## src/rtl/tlc_pkg.sv

```systemverilog
// Package: shared phase encoding and lamp bit positions for the
// junction light controller. Assumes two roads and four phases.
package tlc_pkg;

    typedef enum logic [1:0] {
        PH_MAIN_GO   = 2'd0,
        PH_MAIN_WARN = 2'd1,
        PH_SIDE_GO   = 2'd2,
        PH_SIDE_WARN = 2'd3
    } phase_e;

    localparam int LAMP_W   = 3;
    localparam int LAMP_RED = 0;
    localparam int LAMP_YEL = 1;
    localparam int LAMP_GRN = 2;
    localparam int NUM_ROADS = 2;

    function automatic int max2(input int a, input int b);
        return (a > b) ? a : b;
    endfunction

endpackage

```

## src/rtl/tlc_phase_timer.sv

```systemverilog
// Module: phase timer. Counts clocks spent in the current phase.
// Clears to zero on reset or when the sequencer signals a phase change,
// and holds at SAT_VAL so that an indefinitely long main green cannot wrap.
// Assumes SAT_VAL fits in CNT_W bits.
module tlc_phase_timer #(
    parameter int CNT_W   = 8,
    parameter int SAT_VAL = 200
) (
    input  logic             clk,
    input  logic             rst_n,
    input  logic             clear,
    output logic [CNT_W-1:0] count
);

    localparam logic [CNT_W-1:0] SAT_Q = CNT_W'(SAT_VAL);

    // Purpose: restart on reset or phase change, else count up to saturation.
    always_ff @(posedge clk) begin
        if (!rst_n || clear) begin
            count <= '0;
        end else if (count != SAT_Q) begin
            count <= count + 1'b1;
        end
    end

endmodule

```

## src/rtl/tlc_phase_sequencer.sv

```systemverilog
// Module: phase sequencer. Holds the current phase and decides when to
// advance. Main green ends only on sensor demand after the minimum hold;
// the other phases end when the timer reaches their last cycle.
// Assumes every duration is at least 1 and the timer is cleared on advance.
module tlc_phase_sequencer
    import tlc_pkg::*;
#(
    parameter int CNT_W          = 8,
    parameter int MIN_HOLD_CYC   = 6,
    parameter int MAIN_YEL_CYC   = 3,
    parameter int SIDE_GREEN_CYC = 8,
    parameter int SIDE_YEL_CYC   = 4
) (
    input  logic             clk,
    input  logic             rst_n,
    input  logic             side_sensor,
    input  logic [CNT_W-1:0] timer,
    output phase_e           phase_q,
    output logic             advance
);

    localparam logic [CNT_W-1:0] HOLD_LAST = CNT_W'(MIN_HOLD_CYC - 1);
    localparam logic [CNT_W-1:0] MY_LAST   = CNT_W'(MAIN_YEL_CYC - 1);
    localparam logic [CNT_W-1:0] SG_LAST   = CNT_W'(SIDE_GREEN_CYC - 1);
    localparam logic [CNT_W-1:0] SY_LAST   = CNT_W'(SIDE_YEL_CYC - 1);

    phase_e phase_d;

    // Purpose: choose the next phase from the current one, timer and sensor.
    always_comb begin
        phase_d = phase_q;
        unique case (phase_q)
            PH_MAIN_GO:   if (side_sensor && (timer >= HOLD_LAST)) phase_d = PH_MAIN_WARN;
            PH_MAIN_WARN: if (timer == MY_LAST) phase_d = PH_SIDE_GO;
            PH_SIDE_GO:   if (timer == SG_LAST) phase_d = PH_SIDE_WARN;
            PH_SIDE_WARN: if (timer == SY_LAST) phase_d = PH_MAIN_GO;
            default:      phase_d = PH_MAIN_GO;
        endcase
    end

    assign advance = (phase_d != phase_q);

    // Purpose: phase register, returning to main green on reset.
    always_ff @(posedge clk) begin
        if (!rst_n) begin
            phase_q <= PH_MAIN_GO;
        end else begin
            phase_q <= phase_d;
        end
    end

endmodule

```

## src/rtl/tlc_lamp_driver.sv

```systemverilog
// Module: lamp driver. Decodes the phase into one one-hot lamp bus per road.
// Road 0 (main) owns phases 0 and 1, road 1 (side) owns phases 2 and 3;
// a road that does not own the phase shows red. Purely combinational.
module tlc_lamp_driver
    import tlc_pkg::*;
(
    input  phase_e                    phase,
    output logic [NUM_ROADS*LAMP_W-1:0] lamps
);

    for (genvar r = 0; r < NUM_ROADS; r++) begin : g_road
        logic owned;
        logic [LAMP_W-1:0] lamp;

        // Purpose: pick red, yellow or green for this road.
        always_comb begin
            owned = (phase[1] == r[0]);
            lamp  = '0;
            if (!owned) begin
                lamp[LAMP_RED] = 1'b1;
            end else if (phase[0]) begin
                lamp[LAMP_YEL] = 1'b1;
            end else begin
                lamp[LAMP_GRN] = 1'b1;
            end
        end

        assign lamps[r*LAMP_W +: LAMP_W] = lamp;
    end

endmodule

```

## src/rtl/tlc_junction_ctrl.sv

```systemverilog
// Module: junction light controller top. Connects the phase timer, the
// phase sequencer and the lamp driver. Durations are in clock cycles;
// defaults assume a 100 MHz clock. Assumes MIN_HOLD_CYC <= MAIN_GREEN_CYC.
module tlc_junction_ctrl
    import tlc_pkg::*;
#(
    parameter int MAIN_GREEN_CYC = 100_000_000,
    parameter int MIN_HOLD_CYC   = 30_000_000,
    parameter int MAIN_YEL_CYC   = 20_000_000,
    parameter int SIDE_GREEN_CYC = 50_000_000,
    parameter int SIDE_YEL_CYC   = 20_000_000
) (
    input  logic       clk,
    input  logic       rst_n,
    input  logic       side_sensor,
    output logic [2:0] main_lamp,
    output logic [2:0] side_lamp,
    output logic [1:0] phase
);

    localparam int MAX_CYC = max2(max2(MAIN_GREEN_CYC, MIN_HOLD_CYC),
                                  max2(max2(MAIN_YEL_CYC, SIDE_GREEN_CYC), SIDE_YEL_CYC));
    localparam int TMR_W   = $clog2(MAX_CYC + 1);

    logic [TMR_W-1:0]              timer_q;
    logic                          advance;
    phase_e                        phase_q;
    logic [NUM_ROADS*LAMP_W-1:0]   lamps;

    tlc_phase_timer #(
        .CNT_W   (TMR_W),
        .SAT_VAL (MAX_CYC - 1)
    ) u_timer (
        .clk   (clk),
        .rst_n (rst_n),
        .clear (advance),
        .count (timer_q)
    );

    tlc_phase_sequencer #(
        .CNT_W          (TMR_W),
        .MIN_HOLD_CYC   (MIN_HOLD_CYC),
        .MAIN_YEL_CYC   (MAIN_YEL_CYC),
        .SIDE_GREEN_CYC (SIDE_GREEN_CYC),
        .SIDE_YEL_CYC   (SIDE_YEL_CYC)
    ) u_seq (
        .clk         (clk),
        .rst_n       (rst_n),
        .side_sensor (side_sensor),
        .timer       (timer_q),
        .phase_q     (phase_q),
        .advance     (advance)
    );

    tlc_lamp_driver u_lamps (
        .phase (phase_q),
        .lamps (lamps)
    );

    assign main_lamp = lamps[0 +: LAMP_W];
    assign side_lamp = lamps[LAMP_W +: LAMP_W];
    assign phase     = phase_q;

endmodule

```

## config.mk

```make
export PLATFORM = sky130hd
export DESIGN_NAME = tlc_junction_ctrl
export DESIGN_NICKNAME = d
export VERILOG_FILES = /design/src/rtl/tlc_pkg.sv /design/src/rtl/tlc_phase_timer.sv /design/src/rtl/tlc_phase_sequencer.sv /design/src/rtl/tlc_lamp_driver.sv /design/src/rtl/tlc_junction_ctrl.sv
export SDC_FILE = /design/constraint.sdc
export NUM_CORES = 1
export LEC_CHECK = 0
export BUFFER_PORTS_ARGS = -buffer_cell sky130_fd_sc_hd__buf_2
export CORE_MARGIN = 8
export CORE_UTILIZATION = 47
export CTS_BUF_LIST = sky130_fd_sc_hd__clkbuf_2
export CTS_CLUSTER_DIAMETER = 150
export CTS_CLUSTER_SIZE = 8
export DETAILED_ROUTE_END_ITERATION = 16
export HOLD_SLACK_MARGIN = 0.06
export SLEW_MARGIN = 0
export SYNTH_ARGS = -nofsm -noshare
export SYNTH_HDL_FRONTEND = slang
export SYNTH_HIERARCHICAL = 1
export SYNTH_SLANG_ARGS = --single-unit
```

## constraint.sdc

```tcl
create_clock -name clk -period 3.17 [get_ports clk]
set_clock_uncertainty 0.1 [all_clocks]
set_input_delay 0.634 -clock clk [delete_from_list [all_inputs] [get_ports clk]]
set_output_delay 0.634 -clock clk [all_outputs]
set_load 0.01 [all_outputs]
```

# Word level (Yosys, flattened, before mapping)
# Index checks and enable logic that the tools add are counted.
# Widths: inputs -> output; s select.
classes:
  add_sub_neg: 1
  n_div: 0
  bitwise_logic: 0
  n_reduce_logical: 4
  multipliers: 0
  n_shift: 0
  n_mux: 11
  magnitude_cmp: 1
  eq_ne: 7
op_table:
  columns: ["cell", "n"]
  rows:
  - ["$add 27x1->27 const B", 1]
  - ["$eq 27x25->1 const B", 1]
  - ["$eq 27x26->1 const B", 1]
  - ["$ge 27x25->1 const B", 1]
  - ["$ne 27x27->1 const B", 1]
  - ["$mux 2", 6]
  - ["$pmux 2 s4", 1]
  - ["$eq 2x2->1 const B", 2]
  - ["$mux 1", 4]
  - ["$eq 2x1->1 const B", 1]
  - ["$logic_not 2->1", 1]
  - ["$ne 2x2->1", 1]
  - ["$logic_and 1x1->1", 1]
  - ["$logic_not 1->1", 1]
  - ["$logic_or 1x1->1", 1]
word_totals:
  wordCells: 26
  input_bits: 3
  mem_count: 0
  mem_bits_ro: 0
  latchBits: 0
  register_bits: 29
  mem_bits_rw: 0

# Depth between registers and ports, before layout
depth:
  ltp_word: 6
  mapped_depth: 8
  ltp_nobuf: 8

# By module
# Netlist, hierarchy kept.
modules_own_cells:
  columns: ["mod", "instances", "area_each_um2", "seq_area_each_um2", "cells_each"]
  rows:
  - ["tlc_phase_timer", 1, 1258.7, 540.5, 143]
  - ["tlc_phase_sequencer", 1, 345.3, 40.0, 47]
  - ["tlc_lamp_driver", 1, 37.5, 0.0, 6]

# Least setup slack after synthesis
# Ideal clock, no wire load.
synth_path:
  path_kind: "flip-flop to flip-flop"
  start: "register u_timer.count[3]"
  end: "register u_timer.count[0]"
  slack_ns: 0.946
  setup_ns: 0.128
  period_less_slack_ns: 2.224
  arrival_ns: 1.996
  required_ns: 2.942
  n_path_buf: 1
  stages_incl_launch_ff: 8
  path_cell_list: "dfxtp_1 -> nand4_2 -> or4_4 -> nor4_2 -> or3_2 -> nand2b_1 -> clkbuf_1 -> nor2_1"
synth_via:
  elab_chain_len: 6
  elab_cells_between_ends: 12
  classes_between: "1 x order compare; 4 x eq/ne; 5 x mux; 2 x reduce/logical"
synth_rtl:
  columns: ["item", "line", "rtl"]
  rows:
  - ["start, declared", "tlc_phase_timer.sv:12", "output logic [CNT_W-1:0] count"]
  - ["start signal, assigned", "tlc_phase_timer.sv:22", "count <= count + 1'b1;"]
  - ["$ge 27x25->1", "tlc_phase_sequencer.sv:33", "PH_MAIN_GO: if (side_sensor && (timer >= HOLD_LAST)) phase_d = PH_MAIN_WARN;"]
  - ["$logic_and 1x1->1", "tlc_phase_sequencer.sv:33", null]
  - ["$mux 2", "tlc_phase_sequencer.sv:33", null]
  - ["$pmux 2 s4 (*)", "tlc_phase_sequencer.sv:32", "unique case (phase_q)"]
  - ["$ne 2x2->1 (*)", "tlc_phase_sequencer.sv:41", "assign advance = (phase_d != phase_q);"]
  - ["via advance", "tlc_junction_ctrl.sv:26", "logic advance;"]
  - ["$logic_or 1x1->1 (*)", "tlc_phase_timer.sv:19", "if (!rst_n || clear) begin"]
# Mark *: on every way through the listed nets, which the timed path passes. The rest lies on a longest branch.
# A chain may end at the register's enable or synchronous reset.

# Final worst setup path
layout_path:
  start: "register u_timer.count[3]"
  end: "register u_timer.count[5]"
# The elaborated chain is that of the path after synthesis.

==> results.sh <==
export IMPL_status="finished, final reports clean"
export IMPL_htreeDepth=2
export IMPL_critPathKind="register to register"
export IMPL_finalMaxSlewViolations=0
export IMPL_initial_core_util=0.492
export IMPL_crit_path_max_fanout=15
export IMPL_end_kind="register"
export IMPL_first_global_vias=1383
export IMPL_leakage_nw=0.668
export IMPL_cts_hold_fix_buffers=0
export IMPL_synth_warnings=6
export IMPL_crit_path_start_kind="register"
export IMPL_initialDrtViolationCount=183
export IMPL_seqPwrFrac=0.643
export IMPL_worstHoldEndpoint="u_seq/phase_q[0]"
export IMPL_avgSynthCellArea_sq_um=8.38
export IMPL_cts_sinks=29
export IMPL_hp_start="rst_n"
export IMPL_busiest_layer="met2"
export IMPL_reg2reg_setup_slack_ns=0.65
export IMPL_grt_pass1_wl_microns=6390
export IMPL_r2r_start="u_timer/count[3]"
export IMPL_r2r_cells=7
export IMPL_synth_seq_cells=29
export IMPL_clockRootBuffer="clkbuf_2"
export IMPL_cts_inserted_buffers=5
export IMPL_antenna_found_initial=0
export IMPL_layout_commonest_cell="nor2_1"
export IMPL_netlist_instances=196
export IMPL_crit_arrival_ns=2.68
export IMPL_grt_max_degree=16
export IMPL_period_minus_slack_ns=2.52
export IMPL_synth_top_area_share=0.354
export IMPL_remaining_drc_errors=0
export IMPL_hold_violations=0
export IMPL_slew_headroom=0.669
export IMPL_min_delay_path_class="primary input to register"
export IMPL_dieHeight_microns=75.1
export IMPL_fillCellCount=340
export IMPL_portBuffers=10
export IMPL_clock_power_share=0.326
export IMPL_fin_util=0.536
export IMPL_final_cell_mix="30 x nor2_1, 29 x dfxtp_1, 16 x xor2_1"
export IMPL_intPower_uw=428
export IMPL_place_gp_congestion=0.904
export IMPL_synth_area_top_cells="dfxtp_1 35%, xor2_1 8.5%, nor2_1 6.9%"
export IMPL_drive_gt1_frac=0.161
export IMPL_p_sw_uw=153
export IMPL_cts_setup_buffers=0
export IMPL_vias=1545
export IMPL_antenna_left=0
export IMPL_cp_required_ns=3.32
export IMPL_syn_nets=200
export IMPL_seq_area_frac_synth=0.354
export IMPL_area_growth_pct=8.99
export IMPL_grtUsageMet1=0.191
export IMPL_syn_area_sq_mm=0.00164
export IMPL_setup_viol=0
export IMPL_track_usage=0.150
export IMPL_rows=21
export IMPL_preCtsSetupSlack_ns=0.682
export IMPL_pin_count=11
export IMPL_hold_depth=2
export IMPL_antenna_cells=0
export IMPL_routed_wl_microns=3850
export IMPL_tritoncts="built"
export IMPL_worst_pin_slew_ns=0.493
export IMPL_overflow=0
export IMPL_ir_drop_v=0.000176
export IMPL_clockBufferDepth=2
export IMPL_final_setup_tns_ns=0
export IMPL_yosysTopAreaCell="dfxtp_1"
export IMPL_avgViaCountPerCell=6.01
export IMPL_fmax_mhz=397
export IMPL_yosys_cell_types_count=45
export IMPL_die_area_sq_mm=0.00564
export IMPL_fin_crit_sh=0.795
export IMPL_nNetsFinal=214
export IMPL_setup_ws_ns=0.649
export IMPL_cts_resized=0
export IMPL_p_per_area_mw_per_mm2=324
export IMPL_dr_pass1_iters=5
export IMPL_cts_reportedPaths_clkPinSlew_ns=0.16
export IMPL_rsz0062_at_grt="no"
export IMPL_wire_per_inst_microns=15.0
export IMPL_swShare=0.263
export IMPL_grtUsageMet3=0.0533
export IMPL_dpl_hpwl_microns=2830
export IMPL_timing_max_cap_violations=0
export IMPL_core_area_sq_mm=0.00334
export IMPL_p_comb_frac=0.032
export IMPL_dieWidth_microns=75.1
export IMPL_use_met2=0.218
export IMPL_clock_latency_ns=0.37
export IMPL_timing_rr_end="u_timer/count[5]"
## critical path, stage by stage (launching register included)
cell and delay, ns:
dfxtp_1 0.47, nand4_2 0.19, or4_4 0.52, nor4_2 0.35, or3_2 0.19, nand2b_1 0.35, buf_12 0.19, a211oi_1 0.05
## layout make-up
type	instances	area (sq um)	area share
repair buffers	11	70.1	0.0392
well taps	46	57.6	0.0322
flip-flops and latches	29	581	0.324
clock buffers	5	25.0	0.0140
clock inverters	3	17.5	0.00979
inverters	3	11.3	0.00629
multi-input cells	160	1030	0.574
## power by group through the flow
stage	Clock, mW	Combinational, mW	Sequential (mW)
after floorplan	0	0.0115	0.380
after global placement	0	0.0178	0.380
after detailed placement	0	0.0184	0.381
after CTS	0.196	0.0188	0.373
after global routing	0.214	0.0205	0.374
final	0.189	0.0184	0.373
## through the flow
stage	std cells	area [sq um]	hold slack [ns]	total power, mW
final	257	1790	0.415	0.580
after global routing	257	1790	0.381	0.608
after global placement	249	1750	0.405	0.398
after detailed placement	249	1750	0.411	0.399
after CTS	257	1790	0.397	0.588
after floorplan	196	1640	0.368	0.391
## state kept, by name (all words and copies together) (netlist names)
register       count
u_seq/phase_q      2
u_timer/count     27
## synthesized netlist by cell type (all sizes together)
cell type and n:
a21oi 4, xor2 16, dfxtp 29, and2b 1, clkbuf 2, and4 3, nand4bb 1, a31oi 4
nand2b 2, a311oi 1, or2 2, nor4b 1, nor4bb 3, nor2b 3, or3 2, buf 2
or4b 1, o31a 1, a211oi 1, nor4 10, nand4b 1, and3 7, o211ai 1, o21ai 7
and4b 1, nor3 4, inv 3, mux2i 2, and2 4, nand4 15, ha 1, o2111ai 1
nand2 13, xnor2 4, nor2 30, nand3 12, or4 1
## metal layers
metal	wire length (microns)	share of wire	up-vias
met5	0	0	-
met4	72	0.019	0
met3	298	0.077	8
met2	1650	0.43	58
met1	1830	0.47	727
li1	-	-	752
## kinds of logic after synthesis
kind of cell | Yosys count | share of synthesized area
simple gates | 117 | 0.425
compound gates | 20 | 0.0739
buf+inv | 7 | 0.0206
xor+xnor | 20 | 0.107
flops | 29 | 0.354
fa+ha+maj | 1 | 0.00762
mux | 2 | 0.0122
## worst max-delay path by stage
stage | depth (start not counted) | endpoint | start
5_1_grt | 8 | u_timer/count[5] | u_timer/count[12]
3_3_place_gp | 8 | u_timer/count[5] | u_timer/count[7]
2_1_floorplan | 7 | u_timer/count[0] | u_timer/count[3]
3_5_place_dp | 7 | u_timer/count[5] | u_timer/count[3]
4_1_cts | 7 | u_timer/count[5] | u_timer/count[3]
6_report | 7 | u_timer/count[5] | u_timer/count[3]
(Power assumes the default switching activity.)
